===== src/rtl/pte_chk_pkg.sv =====
package pte_chk_pkg;

  localparam logic [1:0] ACC_READ  = 2'd0;
  localparam logic [1:0] ACC_WRITE = 2'd1;
  localparam logic [1:0] ACC_FETCH = 2'd2;

  localparam logic [1:0] PG_4K = 2'd0;
  localparam logic [1:0] PG_2M = 2'd1;
  localparam logic [1:0] PG_4M = 2'd2;
  localparam logic [1:0] PG_1G = 2'd3;

  localparam logic [2:0] FLT_NONE    = 3'd0;
  localparam logic [2:0] FLT_NOTPRES = 3'd1;
  localparam logic [2:0] FLT_RSVD    = 3'd2;
  localparam logic [2:0] FLT_PRIV    = 3'd3;
  localparam logic [2:0] FLT_WRITE   = 3'd4;
  localparam logic [2:0] FLT_EXEC    = 3'd5;

  localparam int B_PRES  = 0;
  localparam int B_WR    = 1;
  localparam int B_USER  = 2;
  localparam int B_PWT   = 3;
  localparam int B_PCD   = 4;
  localparam int B_ACC   = 5;
  localparam int B_DIRTY = 6;
  localparam int B_SIZE  = 7;
  localparam int B_PATLG = 12;
  localparam int B_NX    = 63;

  // Number of page-offset bits for a size code.
  function automatic int offset_bits(input logic [1:0] sz);
    case (sz)
      PG_2M:   offset_bits = 21;
      PG_4M:   offset_bits = 22;
      PG_1G:   offset_bits = 30;
      default: offset_bits = 12;
    endcase
  endfunction

  // Bits of an entry that form the frame base.
  function automatic logic [63:0] frame_mask(input logic [1:0] sz, input logic wide,
                                             input int pa_w);
    logic [63:0] lo_clr;
    logic [63:0] hi_keep;
    int w;
    w       = wide ? pa_w : 32;
    lo_clr  = ~((64'd1 << offset_bits(sz)) - 64'd1);
    hi_keep = (64'd1 << w) - 64'd1;
    frame_mask = lo_clr & hi_keep;
  endfunction

  // Bits that must be zero under strict checking.
  function automatic logic [63:0] rsvd_mask(input logic [1:0] sz, input logic leaf,
                                            input int pa_w);
    logic [63:0] m;
    int ob;
    ob = offset_bits(sz);
    for (int i = 0; i < 64; i++) begin
      m[i] = ((i >= pa_w) && (i <= 62)) ||
             (leaf && (sz != PG_4K) && (i >= 13) && (i < ob));
    end
    rsvd_mask = m;
  endfunction

endpackage


===== src/rtl/pte_size_decode.sv =====
module pte_size_decode
  import pte_chk_pkg::*;
#(
  parameter int PA_W = 52
) (
  input  logic        clk,
  input  logic        rst_n,
  input  logic [63:0] entry,
  input  logic [1:0]  level,
  input  logic        wide,
  input  logic        lmode,
  output logic [1:0]  size,
  output logic        leaf,
  output logic [63:0] base,
  output logic [2:0]  attr
);

  logic large_dir;
  logic large_ptr;
  logic pat_bit;

  assign large_dir = entry[B_SIZE] && (level == 2'd1);
  assign large_ptr = entry[B_SIZE] && (level == 2'd2) && lmode;

  always_comb begin
    if (large_ptr)      size = PG_1G;
    else if (large_dir) size = wide ? PG_2M : PG_4M;
    else                size = PG_4K;
  end

  assign leaf = (level == 2'd0) || large_dir || large_ptr;

  always_comb begin
    if (level == 2'd0)               pat_bit = entry[B_SIZE];
    else if (large_dir || large_ptr) pat_bit = entry[B_PATLG];
    else                             pat_bit = 1'b0;
  end

  assign attr = {pat_bit, entry[B_PCD], entry[B_PWT]};
  assign base = entry & frame_mask(size, wide, PA_W);

  // base never holds a bit the entry lacks, and 1 GB bases are aligned
  p_base_sub_r8: assert property (@(posedge clk) disable iff (!rst_n)
    ((base & ~entry) == 64'd0));
  p_gig_align_r8: assert property (@(posedge clk) disable iff (!rst_n)
    (size == PG_1G) |-> (base[29:0] == 30'd0));
  // a non-lowest level without the size bit never ends the walk
  p_table_ptr_r7: assert property (@(posedge clk) disable iff (!rst_n)
    ((level != 2'd0) && !entry[B_SIZE]) |-> (!leaf && size == PG_4K));

endmodule


===== src/rtl/pte_fault_eval.sv =====
module pte_fault_eval
  import pte_chk_pkg::*;
#(
  parameter int PA_W = 52
) (
  input  logic        clk,
  input  logic        rst_n,
  input  logic [63:0] entry,
  input  logic [1:0]  size,
  input  logic        leaf,
  input  logic [1:0]  access,
  input  logic [1:0]  cpl,
  input  logic        wide,
  input  logic        lmode,
  input  logic        nxe,
  input  logic        pse,
  output logic [2:0]  cause
);

  logic strict;
  logic ev_np, ev_rsv, ev_priv, ev_wr, ev_nx;

  assign strict  = lmode || (wide && pse);
  assign ev_np   = !entry[B_PRES];
  assign ev_rsv  = (wide && !nxe && entry[B_NX]) ||
                   (strict && |(entry & rsvd_mask(size, leaf, PA_W)));
  assign ev_priv = (cpl == 2'd3) && !entry[B_USER];
  assign ev_wr   = (access == ACC_WRITE) && !entry[B_WR];
  assign ev_nx   = (access == ACC_FETCH) && wide && nxe && entry[B_NX];

  always_comb begin
    if (ev_np)        cause = FLT_NOTPRES;
    else if (ev_rsv)  cause = FLT_RSVD;
    else if (ev_priv) cause = FLT_PRIV;
    else if (ev_wr)   cause = FLT_WRITE;
    else if (ev_nx)   cause = FLT_EXEC;
    else              cause = FLT_NONE;
  end

  // a lower-priority cause is never reported over a higher one
  p_np_wins_r11: assert property (@(posedge clk) disable iff (!rst_n)
    ev_np |-> (cause == FLT_NOTPRES));
  p_rsv_over_priv_r11: assert property (@(posedge clk) disable iff (!rst_n)
    (!ev_np && ev_rsv) |-> (cause == FLT_RSVD));
  // privilege levels 0..2 never get a privilege fault
  p_sup_ok_r3: assert property (@(posedge clk) disable iff (!rst_n)
    (cpl != 2'd3) |-> (cause != FLT_PRIV));
  // 32-bit mode never reports an execute fault
  p_no_nx_narrow_r6: assert property (@(posedge clk) disable iff (!rst_n)
    !wide |-> (cause != FLT_EXEC));

endmodule


===== src/rtl/pte_ad_update.sv =====
module pte_ad_update
  import pte_chk_pkg::*;
(
  input  logic        clk,
  input  logic        rst_n,
  input  logic [63:0] entry,
  input  logic        leaf,
  input  logic [1:0]  access,
  input  logic        fault,
  output logic [63:0] entry_out,
  output logic        wb
);

  logic set_a;
  logic set_d;

  assign set_a = !fault && !entry[B_ACC];
  assign set_d = !fault && leaf && (access == ACC_WRITE) && !entry[B_DIRTY];

  always_comb begin
    entry_out = entry;
    if (set_a) entry_out[B_ACC]   = 1'b1;
    if (set_d) entry_out[B_DIRTY] = 1'b1;
  end

  assign wb = set_a || set_d;

  // marks are sticky
  p_acc_sticky_r4: assert property (@(posedge clk) disable iff (!rst_n)
    entry[B_ACC] |-> entry_out[B_ACC]);
  p_dirty_sticky_r4: assert property (@(posedge clk) disable iff (!rst_n)
    entry[B_DIRTY] |-> entry_out[B_DIRTY]);
  // a table pointer never gains a Dirty mark
  p_no_dirty_ptr_r5: assert property (@(posedge clk) disable iff (!rst_n)
    !leaf |-> (entry_out[B_DIRTY] == entry[B_DIRTY]));
  // a faulting access leaves the entry untouched
  p_fault_clean_r1: assert property (@(posedge clk) disable iff (!rst_n)
    fault |-> (entry_out == entry && !wb));

endmodule


===== src/rtl/pte_check_unit.sv =====
module pte_check_unit
  import pte_chk_pkg::*;
#(
  parameter int PA_W = 52
) (
  input  logic        clk,
  input  logic        rst_n,
  input  logic        req_valid,
  output logic        req_ready,
  input  logic [63:0] req_entry,
  input  logic [1:0]  req_level,
  input  logic [1:0]  req_access,
  input  logic [1:0]  req_cpl,
  input  logic        req_pae,
  input  logic        req_long,
  input  logic        req_nxe,
  input  logic        req_pse,
  output logic        rsp_valid,
  input  logic        rsp_ready,
  output logic        rsp_fault,
  output logic [2:0]  rsp_cause,
  output logic        rsp_leaf,
  output logic [1:0]  rsp_size,
  output logic [63:0] rsp_base,
  output logic [2:0]  rsp_attr,
  output logic [63:0] rsp_entry,
  output logic        rsp_wb
);

  logic [1:0]  c_size;
  logic        c_leaf;
  logic [63:0] c_base;
  logic [2:0]  c_attr;
  logic [2:0]  c_cause;
  logic        c_fault;
  logic [63:0] c_entry;
  logic        c_wb;
  logic        accept;

  pte_size_decode #(.PA_W(PA_W)) u_size (
    .clk   (clk),
    .rst_n (rst_n),
    .entry (req_entry),
    .level (req_level),
    .wide  (req_pae),
    .lmode (req_long),
    .size  (c_size),
    .leaf  (c_leaf),
    .base  (c_base),
    .attr  (c_attr)
  );

  pte_fault_eval #(.PA_W(PA_W)) u_fault (
    .clk    (clk),
    .rst_n  (rst_n),
    .entry  (req_entry),
    .size   (c_size),
    .leaf   (c_leaf),
    .access (req_access),
    .cpl    (req_cpl),
    .wide   (req_pae),
    .lmode  (req_long),
    .nxe    (req_nxe),
    .pse    (req_pse),
    .cause  (c_cause)
  );

  assign c_fault = (c_cause != FLT_NONE);

  pte_ad_update u_mark (
    .clk       (clk),
    .rst_n     (rst_n),
    .entry     (req_entry),
    .leaf      (c_leaf),
    .access    (req_access),
    .fault     (c_fault),
    .entry_out (c_entry),
    .wb        (c_wb)
  );

  assign req_ready = !rsp_valid || rsp_ready;
  assign accept    = req_valid && req_ready;

  always_ff @(posedge clk or negedge rst_n) begin
    if (!rst_n) begin
      rsp_valid <= 1'b0;
      rsp_fault <= 1'b0;
      rsp_cause <= FLT_NONE;
      rsp_leaf  <= 1'b0;
      rsp_size  <= PG_4K;
      rsp_base  <= '0;
      rsp_attr  <= '0;
      rsp_entry <= '0;
      rsp_wb    <= 1'b0;
    end else begin
      if (accept) begin
        rsp_valid <= 1'b1;
        rsp_fault <= c_fault;
        rsp_cause <= c_cause;
        rsp_leaf  <= c_leaf;
        rsp_size  <= c_size;
        rsp_base  <= c_base;
        rsp_attr  <= c_attr;
        rsp_entry <= c_entry;
        rsp_wb    <= c_wb;
      end else if (rsp_ready) begin
        rsp_valid <= 1'b0;
      end
    end
  end

  // a stalled result does not move
  p_hold_r12: assert property (@(posedge clk) disable iff (!rst_n)
    (rsp_valid && !rsp_ready) |=> (rsp_valid && $stable(rsp_entry) &&
                                   $stable(rsp_cause) && $stable(rsp_base)));
  // an accepted request always yields a result next cycle
  p_result_next_r12: assert property (@(posedge clk) disable iff (!rst_n)
    (req_valid && req_ready) |=> rsp_valid);
  // writeback is never requested for a faulting access
  p_wb_clean_r4: assert property (@(posedge clk) disable iff (!rst_n)
    (rsp_valid && rsp_wb) |-> !rsp_fault);
  // fault flag agrees with the cause
  p_flag_cause_r11: assert property (@(posedge clk) disable iff (!rst_n)
    rsp_valid |-> (rsp_fault == (rsp_cause != 3'd0)));

endmodule


===== config.mk =====
export PLATFORM = sky130hd
export DESIGN_NAME = pte_check_unit
export DESIGN_NICKNAME = d
export VERILOG_FILES = /design/src/rtl/pte_chk_pkg.sv /design/src/rtl/pte_size_decode.sv /design/src/rtl/pte_fault_eval.sv /design/src/rtl/pte_ad_update.sv /design/src/rtl/pte_check_unit.sv
export SDC_FILE = /design/constraint.sdc
export NUM_CORES = 1
export LEC_CHECK = 0
export ABC_AREA = 1
export BUFFER_PORTS_ARGS = -buffer_cell sky130_fd_sc_hd__buf_2
export CORE_ASPECT_RATIO = 1.4
export CORE_UTILIZATION = 35
export CTS_CLUSTER_SIZE = 10
export DETAILED_ROUTE_END_ITERATION = 8
export HOLD_SLACK_MARGIN = 0.05
export PLACE_DENSITY = 0.61
export RECOVER_POWER = 50
export SYNTH_ARGS = -nofsm -noshare
export SYNTH_HDL_FRONTEND = slang
export SYNTH_SLANG_ARGS = --single-unit
export TNS_END_PERCENT = 20

===== constraint.sdc =====
create_clock -name clk -period 1.5 [get_ports clk]
set_input_delay 0.225 -clock clk [delete_from_list [all_inputs] [get_ports clk]]
set_output_delay 0.225 -clock clk [all_outputs]
set_load 0.05 [all_outputs]

# Word-level counts from Yosys, hierarchy flattened
# Index checks and enable logic that the tools add are counted.
# word_totals
elab_cells	158
out_inout_bits	141
inputBits	78
register_bits	140
# classes
muxes	16
order_cmp	40
eq_ne	8
n_reduce_logical	77
shift	2
add_sub_neg	2
bitwise	4
# ops
op	n
less-than comparator 7 x 32 -> 1 bit (first input constant)	21
less-than comparator 6 x 32 -> 1 bit (first input constant)	16
AND 64 bit	3
left shift 1 x 32 -> 64 bit (first input constant)	2
subtractor 64 x 1 -> 64 bit (second input constant)	2
less-than comparator 5 x 32 -> 1 bit (first input constant)	2
inverter 64 bit	1
OR reduction 64 bit	1
logical AND 1 bit	58
two-way mux 3 bit	5
case mux 5 bit (3 select lines)	1
equality test 2 bit (second input constant)	5
logical NOT 1 bit	7
logical OR 1 bit	7
equality test 2 x 1 -> 1 bit (second input constant)	3
two-way mux 1 bit	6
two-way mux 2 bit	3
less-than comparator 4 x 5 -> 1 bit (first input constant)	1
two-way mux 5 bit	1
nonzero test 2 bit	2
nonzero test 3 bit	1
logical NOT 2 bit	1

# Depth between registers and ports, before layout
# Gate-level depths: netlist of the first run.
# logic_depth
depth_word	20
mapped_depth	15
ltp_nobuf	15

# By module
# A second synthesis of the first run with hierarchy kept.
# hier_totals
cells_unflattened	886
hier_area_um2	7005.5
# modules_own_cells
mod	n_inst	cells_per_inst	seq_area_each_um2	area_each_um2
pte_check_unit	1	612	3503.4	5516.5
pte_size_decode	1	156	0.0	769.5
pte_ad_update	1	73	0.0	510.5
pte_fault_eval	1	45	0.0	209.0

# Worst setup path before layout of the first run
# No wires, ideal clock.
# synth_timing
path_type	reg-to-reg
startpoint	reg rsp_valid
endpoint	reg rsp_size[0]
n_path_buf	2
path_stages_with_launch	7
setup_time_ns	0.083
required_time_ns	1.417
period_less_slack_ns	2.049
arrival_ns	1.966
setup_slack_ns	-0.549
cell_sequence	dfrtp_1 nand2_1 nand2_1 clkbuf_1 buf_2 nand2_1 o21ai_0
# synth_via
elab_chain_cells	3
# synth_rtl
element	line_no	rtl
from (decl)	pte_check_unit.sv:18	output logic rsp_valid,
from (signal assigned)	pte_check_unit.sv:86	rsp_valid <= 1'b0;
from (signal assigned)	pte_check_unit.sv:97	rsp_valid <= 1'b1;
from (signal assigned)	pte_check_unit.sv:107	rsp_valid <= 1'b0;
logical NOT 1 bit	pte_check_unit.sv:81	assign req_ready = !rsp_valid || rsp_ready;
logical OR 1 bit	pte_check_unit.sv:81	
net req_ready	pte_check_unit.sv:9	output logic req_ready,
logical AND 1 bit	pte_check_unit.sv:82	assign accept = req_valid && req_ready;
to (signal assigned)	pte_check_unit.sv:101	rsp_size <= c_size;
to (decl)	pte_check_unit.sv:23	output logic [1:0] rsp_size,
# The timed path passes the listed nets, and every way through them passes these cells.
# A chain may end at the register's enable or synchronous reset.

# Worst setup path after layout of the first run
# layout_timing
startpoint	in req_pae
endpoint	reg rsp_entry[5]
# layout_via
elab_chain_cells	17
elab_cells_between_ends	109
cone_classes	order compare: 40; eq/ne: 3; mux: 10; bitwise: 1; reduce/logical: 55
# layout_rtl
element	line_no	rtl
from (decl)	pte_check_unit.sv:14	input logic req_pae,
two-way mux 2 bit (*) (2 in series)	pte_size_decode.sv:27	else if (large_dir) size = wide ? PG_2M : PG_4M;
two-way mux 2 bit (*)	pte_size_decode.sv:26	if (large_ptr) size = PG_1G;
net c_size[0]	pte_check_unit.sv:30	logic [1:0] c_size;
equality test 2 bit / equality test 2 x 1 -> 1 bit (equally long branches)	pte_chk_pkg.sv:32	case (sz)
case mux 5 bit (3 select lines)	pte_chk_pkg.sv:32	
less-than comparator 5 x 32 -> 1 bit, or another cell as far along	pte_chk_pkg.sv:60	(leaf && (sz != PG_4K) && (i >= 13) && (i < ob));
logical AND 1 bit	pte_chk_pkg.sv:60	
AND 64 bit (*)	pte_fault_eval.sv:26	(strict && |(entry & rsvd_mask(size, leaf, PA_W)));
OR reduction 64 bit (*)	pte_fault_eval.sv:26	
logical AND 1 bit (*)	pte_fault_eval.sv:26	
logical OR 1 bit (*)	pte_fault_eval.sv:25	assign ev_rsv = (wide && !nxe && entry[B_NX]) ||
two-way mux 3 bit (*)	pte_fault_eval.sv:33	else if (ev_rsv) cause = FLT_RSVD;
two-way mux 3 bit (*)	pte_fault_eval.sv:32	if (ev_np) cause = FLT_NOTPRES;
nonzero test 3 bit (*)	pte_check_unit.sv:68	assign c_fault = (c_cause != FLT_NONE);
logical NOT 1 bit (*)	pte_ad_update.sv:17	assign set_a = !fault && !entry[B_ACC];
logical AND 1 bit (*)	pte_ad_update.sv:17	
two-way mux 1 bit (*)	pte_ad_update.sv:22	if (set_a) entry_out[B_ACC] = 1'b1;
to (signal assigned)	pte_check_unit.sv:104	rsp_entry <= c_entry;
to (decl)	pte_check_unit.sv:26	output logic [63:0] rsp_entry,
# Mark *: on every way through the listed nets, which the timed path passes. The rest lies on a longest branch.

==> results summary, run 1 <==
For this run, the total global-route usage over all layers was measured as about 19%. The number of antenna diodes in the final layout is 0. The worst path needs 1490 ps of the cycle, external delays included.

The number of buffers inserted by port buffering is around 200. The initial cell density of the core is 36.1%. The data arrival at the endpoint of the critical path came out at roughly 1800 ps. The floorplan die height came out at 144 um. The via total after detailed routing came out at 4,606.

After synthesis, flip-flops and latches occupy 60.5% of the total area. Once placement completed, the tool counted placed cells totaling 949. In the routed design, unresolved DRC markers number 0. The routed wire length per instance is 13.8 um. The final setup skew is roughly 5.7 ps. The total area inside the core boundary comes to 14,000 um2. Setup repair after global routing could not meet its margin everywhere. The class of the worst hold path is input pin to register. The maximum number of pins on one net before global-route repair is 56.

Summing all placed instances gives a cell area of approximately 6500 um2. For this run, the post-layout net count is 910. Together, buffers and inverters on the worst path number 5. The number of warning messages in the yosys log is 0. The number of antenna violations at the first check in global routing is 0.

The mapped netlist covers 5040 um2. In the routed layout, each cell is associated on average with a via count of about 4.5. The cell that appears most often on the critical path is sky130_fd_sc_hd__nand2_1. The clock latency of the later-clocked register in the worst-skew pair is ~400 ps. The global-route congestion overflow total is 0.

The final instance count without filler cells came out at 1,020. Grouping stages by cell kind, the critical path spends the most delay in buffers and inverters. The cell at the slowest stage of the critical path is sky130_fd_sc_hd__o21ai_4. The data required time of the critical path came out at 1780 ps. The number of cells produced by synthesis came out at about 560. The most used flip-flop cell after synthesis is sky130_fd_sc_hd__dfrtp_1.

The library cell used most frequently in the layout, excluding fill and tap cells, is sky130_fd_sc_hd__nand2_1. The number of hold violations in the final report came out at 0. The congestion estimate from routability-driven global placement came to 0.810. In this run, CTS created clock tree buffers numbering 17. The synthesized area per cell came out at 9.07 um2.

Cells with a size suffix above 1 make up 34.7% of the layout. For this run, the top clock speed supported by timing is 672 MHz. Yosys attributes the largest share of cell area to sky130_fd_sc_hd__dfrtp_1 61%, sky130_fd_sc_hd__nand2_1 17%, sky130_fd_sc_hd__o21ai_0 6.8%, sky130_fd_sc_hd__buf_4 2.7%, sky130_fd_sc_hd__inv_1 2.0%.

Traced cell by cell, the critical path runs through buf_4, clkinvlp_4, buf_4, o21ai_4, inv_2, ha_4, inv_2, a21oi_2, nand3_1, nand2_1, nand2_1, nand2_2, nand3_4, nor2_4, o21ai_1, nand2_1. The biggest cell delay along the critical path came out at approximately 210 ps. The first TritonRoute pass finished after 4 iterations.

After layout, the worst setup slack is 12.8 ps. The worst voltage drop across the vdd grid is roughly 0.00062 V. The number of filler cells placed in the layout is 1,306.

Summed over all nets, the half-perimeter wirelength after detailed placement is 10.1 mm. The actual slew at the worst max-slew pin came out at 609 ps. The nature of the critical path endpoint is a register. In the synthesized netlist the async set-or-reset flop fraction comes to 100%. TritonCTS built the clock tree. The number of nets with antenna violations after detailed routing came out at 0. The count of final max-slew check failures came to 0.

The count of different cell masters after synthesis is 26. Of all nets on the critical path, the largest fanout is 4. The run finished with clean final reports.

The total number of placement rows came out at 51. Clock-pin slew was measured on the worst setup and hold paths at 50 ps. The tightest slew margin relative to the limit came out at ~60%. sky130_fd_sc_hd__dfrtp_1 takes more of the synthesized area than any other cell.

The post-route fraction of the period consumed by the critical path is between 90% and 100%. The growth of design area from synthesis to finish came out at 47.1%. The setup path with the least slack is of type input pin to register. The tree built by TritonCTS fans out to 122 sinks. The CTS H-tree depth is 4. The first routing iteration left 94 violations. The summed negative setup slack over all endpoints came out at 0 ps.

The met2 track utilization from global routing came out at around 34%. The post-synthesis sequential element count came out at 122. The leakage power figure is just over 4 nW. The fraction of met3 tracks used by global routing is roughly 5.2%. The met1 layer usage reported by global route is between 20% and 30%. The count of endpoints failing setup in the final report came out at 0.

At the end of the flow the core is filled with cells to 53.1%. The post-route cell area came out at between 7000 and 8000 um2. The startpoint type of the worst setup path is an input pin.

The fraction of post-synthesis cell area in the top cell type by area is between 60% and 70%. The area of the die is between 10,000 and 15,000 um2. The first global-routing pass estimated 21.8 mm of wire. The pre-CTS worst setup slack is -449 ps.

The layer flagged by global routing as most heavily used is met2. The boundary pin count is around 220. The number of enable-type register cells in the synthesized netlist came out at 0. The root buffer cell chosen for the clock tree is sky130_fd_sc_hd__clkbuf_16. The number of global-route vias before repair is 4,501. The total wire length after detailed routing is 14.1 mm. The maximum clock path buffer count is 2.

The horizontal die dimension came out at 103 um. The power density of the placed cells came out at roughly 1500 nW/um2. Across the run, the number of max-cap violations was 0. In the layout the commonest cells are 232 x sky130_fd_sc_hd__nand2_1, 200 x sky130_fd_sc_hd__buf_2, 121 x sky130_fd_sc_hd__dfrtp_1.
==> path summary, 6_finish.rpt <==
| check | slack (ps) | from | endpoint | cells past startpoint |
|---|---|---|---|---|
| worst min-delay path | 70 | req_entry[31] | rsp_entry[31] | 3 |
| max in group asynchronous | 200 | rst_n | rsp_valid | 3 |
| min in group asynchronous | 370 | rst_n | rsp_entry[45] | 2 |
| worst min register to register | 470 | rsp_entry[45] | rsp_entry[45] | 2 |
| worst max-delay path | 10 | req_pae | rsp_entry[5] | 16 |
| worst max register to register | 60 | rsp_valid | rsp_base[37] | 5 |
==> synth_stat cells, drive strengths merged, types with 4 or more instances <==
cell    count
buf        33
nand4       6
inv        28
nand3       9
clkbuf      8
nand2     237
a21oi       4
ha          8
dfrtp     122
o21ai      69
nor2       25
==> logic make-up (layout without fill, tap and decap cells) <==
group	Yosys count	count (layout)	synth area share [%]
AO/OA/AOI/OAI	77	77	7.92
AND/OR/NAND/NOR	278	278	22.2
adder cells (fa/ha/maj)	8	8	1.99
buffers and inverters	69	333	7.10
flip-flops	122	122	60.5
XOR/XNOR	1	1	0.174
other	1	16	0.0744
==> metal layers <==
metal	share of wire (%)	up-vias
li1	-	2254
met1	40	2165
met2	52	160
met3	5.1	27
met4	2.5	0
met5	0	-
==> flip-flops by register name, summed over array words and instances, names as in the netlist <==
| signal | cells |
|---|---|
| rsp_base | 48 |
| rsp_cause | 3 |
| rsp_attr | 3 |
| rsp_fault | 1 |
| rsp_entry | 62 |
| rsp_leaf | 1 |
| rsp_valid | 1 |
| rsp_wb | 1 |
| rsp_size | 2 |
==> tightest hold or removal path, stage by stage <==
cell                      delay (ps)
sky130_fd_sc_hd__buf_2            70
sky130_fd_sc_hd__nand2_1          70
sky130_fd_sc_hd__nand2_1          60
==> report_power, final <==
group	switching [W]	internal, W	leakage, nW
Combinational	0.00243	0.000727	2.24
Clock	0.00138	0.00266	0.288
Sequential	0.000243	0.00372	1.53
Total	0.00406	0.00711	4.05
==> through the flow <==
step / power (W) / hold WS [ps]
after global routing: 0.0117 / 71.4
after floorplan: 0.00623 / -70.6
final: 0.0112 / 67.1
after CTS: 0.0113 / 53.5
after global placement: 0.00708 / 145
after detailed placement: 0.00712 / 151
==> layout make-up <==
class | count | area (um2) | share of cell area (%)
well taps | 185 | 231 | 3.12
repair buffers | 275 | 1680 | 22.6
clock inverters | 9 | 123 | 1.65
inverters | 28 | 114 | 1.53
flip-flops and latches | 122 | 3050 | 41.2
clock buffers | 21 | 460 | 6.21
multi-input cells | 380 | 1760 | 23.7
==> timing repair <==
item / in CTS / in global routing
buffers inserted: 0 / 5
gates resized for setup: 0 / 4
hold endpoints to repair: 58 / 0
hold buffers: 36 / 0
pin swaps: 2 / 8
endpoints found under the setup margin: 2 / 7
Note: power is estimated with default switching activity, not from simulation.
==> run 2, diff against run 1 <==
--- a/config.mk
+++ b/config.mk
@@ -9,10 +9,11 @@
 export BUFFER_PORTS_ARGS = -buffer_cell sky130_fd_sc_hd__buf_2
 export CORE_ASPECT_RATIO = 1.4
 export CORE_UTILIZATION = 35
+export CTS_BUF_LIST = sky130_fd_sc_hd__clkbuf_4
 export CTS_CLUSTER_SIZE = 10
 export DETAILED_ROUTE_END_ITERATION = 8
 export HOLD_SLACK_MARGIN = 0.05
-export PLACE_DENSITY = 0.61
+export PLACE_DENSITY = 0.63
 export RECOVER_POWER = 50
 export SYNTH_ARGS = -nofsm -noshare
 export SYNTH_HDL_FRONTEND = slang
==> constraint.sdc (replaced) <==
create_clock -name clk -period 1.3 [get_ports clk]
set_input_delay 0.195 -clock clk [delete_from_list [all_inputs] [get_ports clk]]
set_output_delay 0.195 -clock clk [all_outputs]
set_load 0.05 [all_outputs]
==> results summary, run 2 (same netlist as run 1, synthesis figures left out) <==
The run finished, with violations left. The checks that failed: negative setup slack. The maximum number of pins on one net before global-route repair is 71 (+27%).

The highest clock frequency the design can meet is 728 MHz. The area of the core region is 14,000 um2 (unchanged). In the final layout, the registers with the most flip-flops are rsp_entry: 62 flops, rsp_base: 48 flops. The worst voltage drop across the vdd grid was 0.000844 V (+35%). The floorplan die height is 144 um (unchanged). The total wire length after detailed routing is 16.4 mm (+17%).

The leakage power figure is 4.46 nW (+10%). On the critical path, the stage with the largest delay is an instance of sky130_fd_sc_hd__dfrtp_2. The met1 layer usage reported by global route is 23.8% (+2.1 points). The maximum clock path buffer count is 2 (unchanged). The boundary pin count is 219 (unchanged). The startpoint of the most critical register-to-register path is rsp_valid. The fraction of met3 tracks used by global routing is 6.28% (+1.1 points).

The maximum fanout count along the critical path came to 2 (-2). The mean number of vias per cell is 4.62 (+2.4%). The global-route congestion overflow total is 0 (unchanged). The number of remaining DRC errors came to 0 (unchanged). The nature of the critical path endpoint is a primary output. The final setup skew is 9.50 ps (+3.83 ps). The clock latency of the later-clocked register in the worst-skew pair came to 510 ps (+110 ps).

Leaving out fill and tap cells, the most frequent cell in the layout is sky130_fd_sc_hd__nand2_1. STA classifies the critical path startpoint as a register. The number of flip-flops in the largest register came out at 62 (unchanged).

Relative to the synthesized area, the layout overhead comes to 72.5%. The final instance count without filler cells came out at 1,079 (+5.8%). Walking the worst path, the cells encountered are nand2_8, buf_8. The CTS buffer count came to 17 (unchanged). The pre-CTS worst setup slack came out at -563 ps (-114 ps).

The detailed router's first-iteration violation count came out at 168 (+79%). The reg-to-reg endpoint is rsp_base[6]. The number of max-cap violations is 0 (unchanged). The CTS H-tree depth is 4 (unchanged). The cell area after placement came out at 6620 um2 (+2.3%). The count of cells along the worst hold path came out at 5 (+2).

The count of endpoints failing setup in the final report was 59 (+59). The area of the die is 14,900 um2 (unchanged). More flip-flops sit in one register than any other, and that register is rsp_entry. The routed wire length per instance came out at 15.2 um (+10%). The placer congestion estimate came out at 0.766 (-5.4%). The worst hold margin came out at 147 ps (+80.1 ps).

The via total after detailed routing came out at 4,990 (+8.3%). The number of iterations in the first detailed-routing pass is 4 (unchanged). The register-to-register setup slack is -60 ps (-120 ps). The library cells used most frequently in the layout, excluding fill and tap cells, are 213 x sky130_fd_sc_hd__nand2_1, 126 x sky130_fd_sc_hd__buf_6, 121 x sky130_fd_sc_hd__dfrtp_1. The tightest slew margin relative to the limit is 36.5% (-23 points). The number of nets with antenna violations after detailed routing is 0 (unchanged).

The wire length of the first global-routing pass came out at 24.3 mm (+11%). The number of buffers inserted by port buffering came out at 202 (unchanged). The final period demand of the worst path is 1370 ps.

The worst hold path terminates at rsp_valid. The horizontal die dimension came out at 103 um (unchanged). The total number of placement rows is 51 (unchanged).

The met2 track utilization from global routing came out at 37.0% (+3.0 points). The root buffer cell chosen for the clock tree is sky130_fd_sc_hd__clkbuf_4. The number of nets in the finished design came out at 966 (+6.2%). The fraction of final layout cells sized beyond drive strength 1 is 38.6% (+3.9 points). The actual slew at the worst max-slew pin came out at 953 ps (+344 ps). The worst setup margin is -73.0 ps (-85.8 ps). The most critical setup path has its startpoint at rsp_valid. The count of final max-slew check failures came out at 0 (unchanged). The sink count of the clock tree came out at 122 (unchanged).

The number of placed instances with taps included came out at 958 (+0.95%). The setup path with the least slack is of type register to primary output. TritonCTS built the clock tree. The total routing resource utilization after global routing is 21.7% (+2.2 points).

The number of buffer and inverter stages on the critical path is 1 (-4). The clock-pin slew reported for the worst setup and hold paths after clock tree synthesis came out at 100 ps (+50 ps). The startpoint of the worst hold path is rsp_ready. The post-route fraction of the period consumed by the critical path came out at 106%. The detailed placer's ending HPWL is 9.88 mm (-2.6%). The data required time of the critical path is 1110 ps (-670 ps). The busiest layer in global routing is met2.

The biggest cell delay along the critical path came to 460 ps (+250 ps). The number of global-route vias before repair came to 4,961 (+10%). The data arrival at the endpoint of the critical path is 1180 ps (-590 ps). The post-route cell area is 8700 um2 (+17%).

The power density of the placed cells came out at 1360 nW/um2 (-9.7%). The worst hold path belongs to the class input pin to register. The number of hold violations in the final report came out at 0 (unchanged). The number of antenna violations at the first check in global routing came out at 1 (+1).

The kind of cell adding the most delay to the critical path is flip-flops. The initial cell density of the core is 36.1% (unchanged). Setup repair after global routing could not meet its margin everywhere. The length in cells of the worst reg-to-reg path is 6 (+1).
## run 2: changes by cell type in the layout (fill, tap and decap cells not counted), sizes merged
cell,delta
buf,+22
clkinvlp,+2
clkbuf,+4
diode,+1
clkinv,+3
dlygate4sd3,+29
bufinv,-2
## run 2: report_power, final
part	leakage, nW	internal (W)	switching, W
Combinational	2.80	0.00172	0.00298
Clock	0.134	0.000999	0.00146
Sequential	1.53	0.00428	0.000387
Total	4.46	0.00700	0.00482
## run 2: stage by stage
stage          util, %  setup TNS, ps  total power, W
2_1_floorplan        -          -6550         0.00721
3_3_place_gp      47.3          -8570         0.00825
3_5_place_dp      47.3          -8970         0.00828
4_1_cts           59.7          -4650          0.0117
5_1_grt           62.2         -15650          0.0124
6_report          62.2          -1070          0.0118
## run 2: area by class of cell
| class | count | area (um2) |
|---|---|---|
| repair buffers | 331 | 3170 |
| clock buffers | 20 | 150 |
| inverters | 28 | 129 |
| well taps | 185 | 231 |
| diodes | 1 | 2.50 |
| clock inverters | 12 | 101 |
| flip-flops and latches | 122 | 3050 |
| fillers | 1080 | 5280 |
| multi-input cells | 380 | 1860 |
## run 2: repair_timing
action	4_1_cts	5_1_grt
setup buffers	5	11
gates resized for setup	270	63
hold buffers	65	0
gates cloned	0	7
hold endpoints to repair	236	0
setup endpoints to repair	127	232
pin swaps	2	11
## run 2: per-layer routing
layer  routed length, um  vias to the layer above
met5                   0                        -
met4                 654                        0
met3                 800                       40
met2                8690                      156
met1                6290                     2418
li1                    -                     2376
## run 2: worst reg2reg max path, stage by stage (launching register included)
cell,delay (ps)
sky130_fd_sc_hd__dfrtp_2,460
sky130_fd_sc_hd__nand2_8,70
sky130_fd_sc_hd__buf_4,140
sky130_fd_sc_hd__nand2_8,90
sky130_fd_sc_hd__buf_16,170
sky130_fd_sc_hd__buf_12,150
sky130_fd_sc_hd__o31ai_2,200
## run 2: how the worst max path moves through the flow
| stage | slack, ps | cells past startpoint | end |
|---|---|---|---|
| global placement | -530 | 16 | rsp_entry[6] |
| finish | -70 | 2 | req_ready |
| global route | -170 | 2 | req_ready |
| CTS | -130 | 2 | req_ready |
| detailed placement | -560 | 15 | rsp_entry[6] |
| floorplan | -310 | 15 | rsp_wb |
